<file path="config.mk">
export PLATFORM = sky130hd
export DESIGN_NAME = stereo_serial_rx
export DESIGN_NICKNAME = d
export VERILOG_FILES = /design/src/rtl/stereo_serial_rx.sv
export SDC_FILE = /design/constraint.sdc
export NUM_CORES = 1
export LEC_CHECK = 0
export CAP_MARGIN = 15
export CORE_UTILIZATION = 45
export DETAILED_ROUTE_END_ITERATION = 8
export GPL_ROUTABILITY_DRIVEN = 0
export PLACE_DENSITY_LB_ADDON = 0.12
export SLEW_MARGIN = 20
export SYNTH_ARGS = -nofsm -noshare
export SYNTH_HDL_FRONTEND = slang
export SYNTH_SLANG_ARGS = --single-unit
</file>
<file path="constraint.sdc">
create_clock -name clk -period 2.55 [get_ports clk]
set_input_delay 0.255 -clock clk [delete_from_list [all_inputs] [get_ports clk]]
set_output_delay 0.255 -clock clk [all_outputs]
set_load 0.05 [all_outputs]
</file>
<file path="src/rtl/stereo_serial_rx.sv">
module stereo_serial_rx #(
  parameter int SLOT_BITS = 32,
  parameter int W_LONG    = 20,
  parameter int W_SHORT   = 16
) (
  input  logic              clk,
  input  logic              rst_n,
  input  logic              bclk_i,
  input  logic              wclk_i,
  input  logic              sdata_i,
  input  logic              cfg_w20_i,
  input  logic              cfg_lsb_i,
  output logic [W_LONG-1:0] left_o,
  output logic [W_LONG-1:0] right_o,
  output logic              valid_o,
  output logic              frame_err_o
);
  localparam int PW         = $clog2(SLOT_BITS);
  localparam int IW         = $clog2(W_LONG);
  localparam int FRAME_BITS = 2 * SLOT_BITS;
  localparam int CW         = $clog2(FRAME_BITS) + 2;
  localparam logic [CW-1:0] CNT_MAX = '1;

  logic [2:0] bclk_sy, wclk_sy, sd_sy;
  logic       wprev, synced, left_ok, w20_q, lsb_q;
  logic [PW-1:0] pos;
  logic [CW-1:0] cnt;
  logic [W_LONG-1:0] acc, acc_nxt, left_hold, ext;

  wire ev    = bclk_sy[1] & ~bclk_sy[2];
  wire wclk_s = wclk_sy[1];
  wire sd_s   = sd_sy[1];
  wire wr_ev = ev & wclk_s & ~wprev;
  wire wf_ev = ev & ~wclk_s & wprev;

  wire eff_w20 = wr_ev ? cfg_w20_i : w20_q;
  wire eff_lsb = wr_ev ? cfg_lsb_i : lsb_q;
  wire [PW-1:0] wlen    = eff_w20 ? PW'(W_LONG) : PW'(W_SHORT);
  wire [PW-1:0] pos_eff = (wr_ev | wf_ev) ? '0 : pos;
  wire [PW-1:0] msb_idx = wlen - PW'(1) - pos_eff;
  wire [IW-1:0] idx     = eff_lsb ? IW'(pos_eff) : IW'(msb_idx);
  wire in_range = pos_eff < wlen;
  wire last_bit = in_range && (pos_eff == wlen - PW'(1));

  always_comb begin
    acc_nxt = (pos_eff == '0) ? '0 : acc;
    if (in_range) acc_nxt[idx] = sd_s;
    ext = eff_w20 ? acc_nxt
                  : {{(W_LONG-W_SHORT){acc_nxt[W_SHORT-1]}}, acc_nxt[W_SHORT-1:0]};
  end

  always_ff @(posedge clk) begin
    if (!rst_n) begin
      bclk_sy <= '0; wclk_sy <= '0; sd_sy <= '0;
      wprev <= 1'b0; synced <= 1'b0; left_ok <= 1'b0;
      w20_q <= 1'b1; lsb_q <= 1'b0;
      pos <= '0; cnt <= '0; acc <= '0; left_hold <= '0;
      left_o <= '0; right_o <= '0; valid_o <= 1'b0; frame_err_o <= 1'b0;
    end else begin
      bclk_sy <= {bclk_sy[1:0], bclk_i};
      wclk_sy <= {wclk_sy[1:0], wclk_i};
      sd_sy   <= {sd_sy[1:0], sdata_i};
      valid_o <= 1'b0;
      if (ev) begin
        wprev <= wclk_s;
        acc   <= acc_nxt;
        pos   <= (pos_eff == PW'(SLOT_BITS-1)) ? pos_eff : pos_eff + PW'(1);
        if (wr_ev) begin
          synced      <= 1'b1;
          w20_q       <= cfg_w20_i;
          lsb_q       <= cfg_lsb_i;
          frame_err_o <= synced && (cnt != CW'(FRAME_BITS));
          cnt         <= CW'(1);
          left_ok     <= 1'b0;
        end else if (cnt != CNT_MAX) begin
          cnt <= cnt + CW'(1);
        end
        if (last_bit && synced) begin
          if (wclk_s) begin
            left_hold <= ext;
            left_ok   <= 1'b1;
          end else if (left_ok) begin
            left_o  <= left_hold;
            right_o <= ext;
            valid_o <= 1'b1;
          end
        end
      end
    end
  end

  p_valid_pulse_r6: assert property (@(posedge clk) disable iff (!rst_n)
    valid_o |=> !valid_o);

  p_hold_outputs_r6: assert property (@(posedge clk) disable iff (!rst_n)
    !valid_o |=> ($stable(left_o) && $stable(right_o)) || valid_o);

  p_sign_ext_r4: assert property (@(posedge clk) disable iff (!rst_n)
    (valid_o && !w20_q) |->
      (right_o[W_LONG-1:W_SHORT] == {(W_LONG-W_SHORT){right_o[W_SHORT-1]}}));

  p_err_at_frame_r8: assert property (@(posedge clk) disable iff (!rst_n)
    !$stable(frame_err_o) |-> $past(wr_ev));
endmodule

</file>
==> results by group <==
Floorplan
  • Die W: 104 um
  • Die Height: 104 um
  • Std-Cell Rows: 36
  • Core area: 9910 sq um
  • Die area: roughly 11,000 sq um
  • Top-level I/O count: 49
  • Initial core utilization: 47.3%

STA
  • Max Clock Freq: 406 MHz
  • Final hold violation count: 0
  • Least-Margin Pin Slew: 0.621 ns
  • Setup Viol. Count Final: 0
  • Hold slack: 0.443 ns
  • Clock skew: 0.0163 ns
  • Final Critical Period: roughly 2.5 ns
  • Pins Over Slew Limit: 0
  • Tcrit/Tclk final: 96.5%
  • Rel. slew slack: between 50% and 60%

Routing
  • Via count: between 4,000 and 5,000
  • Routed wire length: 11.9 mm
  • Average wire per standard cell: approximately 16 um
  • DRC Markers: 0
  • Drt first-iter violations: 178
  • Vias per cell: 5.57
  • Final ANT Viol Nets: 0
  • First-pass DRT Iterations: 5

Flow run
  • Max-cap violations: 0

Yosys
  • YS warnings: 0
  • Largest family of logic cells by synthesized area: compound AO/OA/AOI/OAI gates
  • Post-synthesis adder-cell area fraction: between 1 and 1.5%
  • Mux cell area share after synthesis: 3.90%
  • Cell accounting for the most synthesized area: dfxtp_1
  • Unique masters post-synth: 63
  • Mapped Nets: 560
  • Post-synthesis instance area: 4680 sq um
  • XOR/XNOR Fraction of Synth Area: roughly 1.3%
  • Simple-Gate Fraction of Synth Area: 19.2%
  • FFs w/ async S/R, synth: 0%
  • Ys flop type: dfxtp_1
  • Number of flops mapped to enable cells by yosys: 0
  • Synth Register Bits: 107
  • Syn avg cell area: 8.53 sq um
  • Share of the yosys chip area belonging to registers: 45.7%
  • Top-area cell type share of the netlist area: a little under half
  • Post-synthesis compound-gate area fraction: roughly a quarter
  • Top cells by area, synth: dfxtp_1 (46%), a21oi_1 (7.1%), nand2_1 (6.7%), a211oi_1 (4.0%), nor2_1 (3.8%)
  • Synth Instances: 549

Worst setup path
  • Setup crit end kind: flop
  • Worst Setup Path Type: flop to flop
  • Crit path arrival time: 2.73 ns
  • Worst Reg2Reg Path Length in Cells: 7
  • Worst-path maximum fanout: 7
  • Worst setup SP type: flop
  • Critical Path RT: 2.81 ns

CTS
  • Clock network latency to the later pin of the worst-skew pair: just under 0.4 ns
  • Hold Buf Count CTS: 0
  • Clock transition at path regs: roughly 0.1 ns
  • CTS tree: built
  • Clock Tree Buf Depth: 2
  • CTS sink cnt: 107
  • H-tree depth: 3
  • TritonCTS Buffers: 9
  • Root buf cell: clkbuf_8

Power
  • Static Leakage: 1.96 nW
  • P per Cell Area: 500 nW/um^2
  • VDD IR max: roughly 300 uV

Cells and area
  • Final cell count without fillers: 748
  • # diodes: 0
  • Most common cell after layout, fill and taps aside: dfxtp_1
  • Area delta synth->final: 23.9%
  • Fin nets: roughly 620
  • Core Util, Final: 58.5%
  • Most frequent cells in the layout: dfxtp_1 (107), nand2_1 (79), a21oi_1 (66), nor2_1 (48), clkdlybuf4s50_1 (48)
  • Fraction of layout cells with a size suffix above 1: 15.6%

GRT
  • Initial antenna violation count: 0
  • Total Routing Usage GR: 21.7%
  • Vias in the first global route: 3,942
  • Largest net degree at the start of global routing: 54
  • Grt ovf: 0
  • First-pass GRT wire length: 18.9 mm

Placed design
  • PortBufs: 48
  • Dpl cells: between 700 and 800
  • Detail Placement HPWL: 7.91 mm

Worst hold path
  • Hold Path Cell Cnt: 1
  • Worst min-delay path class: flop to flop

Outcome
  • Outcome: completed
report_power, final:
part	switching, mW	internal, mW	leakage [nW]
combinational	0.104	0.0597	1.01
sequential	0.00979	1.69	0.864
clock	0.639	0.402	0.0938
layout make-up:
| type | instances | area, sq um |
|---|---|---|
| Inverter | 9 | 33.8 |
| Sequential cell | 107 | 2140 |
| Clock buffer | 10 | 138 |
| Timing Repair Buffer | 87 | 876 |
| Clock inverter | 6 | 60.1 |
| Tap cell | 133 | 166 |
| Fill cell | 898 | 4110 |
| Multi-Input combinational cell | 396 | 2380 |
cells by family after synthesis:
group	count (synthesis)
AO/OA/AOI/OAI	175
XOR/XNOR	7
adder cells (fa/ha/maj)	4
buffers and inverters	46
flip-flops	107
multiplexers	15
AND/OR/NAND/NOR	195
through the flow:
stage / setup TNS (ns) / setup WS, ns / power [mW] / cell area, sq um
3_5_place_dp: -0.187 / -0.0482 / 1.89 / 5450
6_report: 0 / 0.0889 / 2.90 / 5800
5_1_grt: -0.000262 / -0.000262 / 3.00 / 5800
4_1_cts: 0 / 0.0352 / 2.91 / 5660
2_1_floorplan: 0 / 0.113 / 1.83 / 4680
3_3_place_gp: -0.186 / -0.0975 / 1.89 / 5450
Yosys cell counts, drive strengths merged (2+ instances only):
master / count
o22ai: 6
a211o: 2
and3: 2
o21ai: 36
a211oi: 28
xor2: 5
a21oi: 66
nand2: 84
nor3: 9
a22oi: 7
mux2: 3
buf: 14
xnor2: 2
or2: 2
a31oi: 11
clkbuf: 23
mux4: 2
ha: 4
and2: 12
dfxtp: 107
nand3b: 2
inv: 9
nand3: 12
nor4: 3
o311ai: 3
a31o: 2
o211ai: 2
nor2b: 8
nor2: 50
mux2i: 10
nand2b: 3
nand4: 3
timing repair:
action                                  in CTS  in global routing
gates resized for setup                      3                 15
setup buffers                                0                  2
endpoints found under the setup margin       6                 47
pin swaps                                    0                  2
cloned                                       0                  3
state kept, by name (all words and copies together), names as in the netlist:
signal,count
frame_err_o,1
sd_sy,2
left_hold,20
left_ok,1
left_o,20
acc,20
w20_q,1
synced,1
cnt,8
valid_o,1
wclk_sy,2
wprev,1
bclk_sy,3
lsb_q,1
pos,5
right_o,20
critical path: stages, from the launching register on:
cell	delay [ns]
dfxtp_1	0.33
and4bb_4	0.42
mux2i_2	0.44
a22oi_2	0.26
o311ai_2	0.29
nand3b_1	0.24
o21ai_1	0.23
o22ai_1	0.13
worst paths after layout:
check / slack, ns / endpoint / startpoint
worst max register to register: 0.09 / left_hold[17]$_SDFFE_PN0P_ / bclk_sy[2]$_SDFF_PN0_
worst min-delay path: 0.44 / sd_sy[1]$_SDFF_PN0_ / sd_sy[0]$_SDFF_PN0_
worst min register to register: 0.44 / sd_sy[1]$_SDFF_PN0_ / sd_sy[0]$_SDFF_PN0_
worst max-delay path: 0.09 / left_hold[17]$_SDFFE_PN0P_ / bclk_sy[2]$_SDFF_PN0_
routing by layer:
metal	GRT usage [%]	share of wire, %
met1	27.7	47
met2	35.7	47
met3	3.38	4.0
met4	10.4	2.0
met5	0	0
Power figures use the tool's default switching activity.
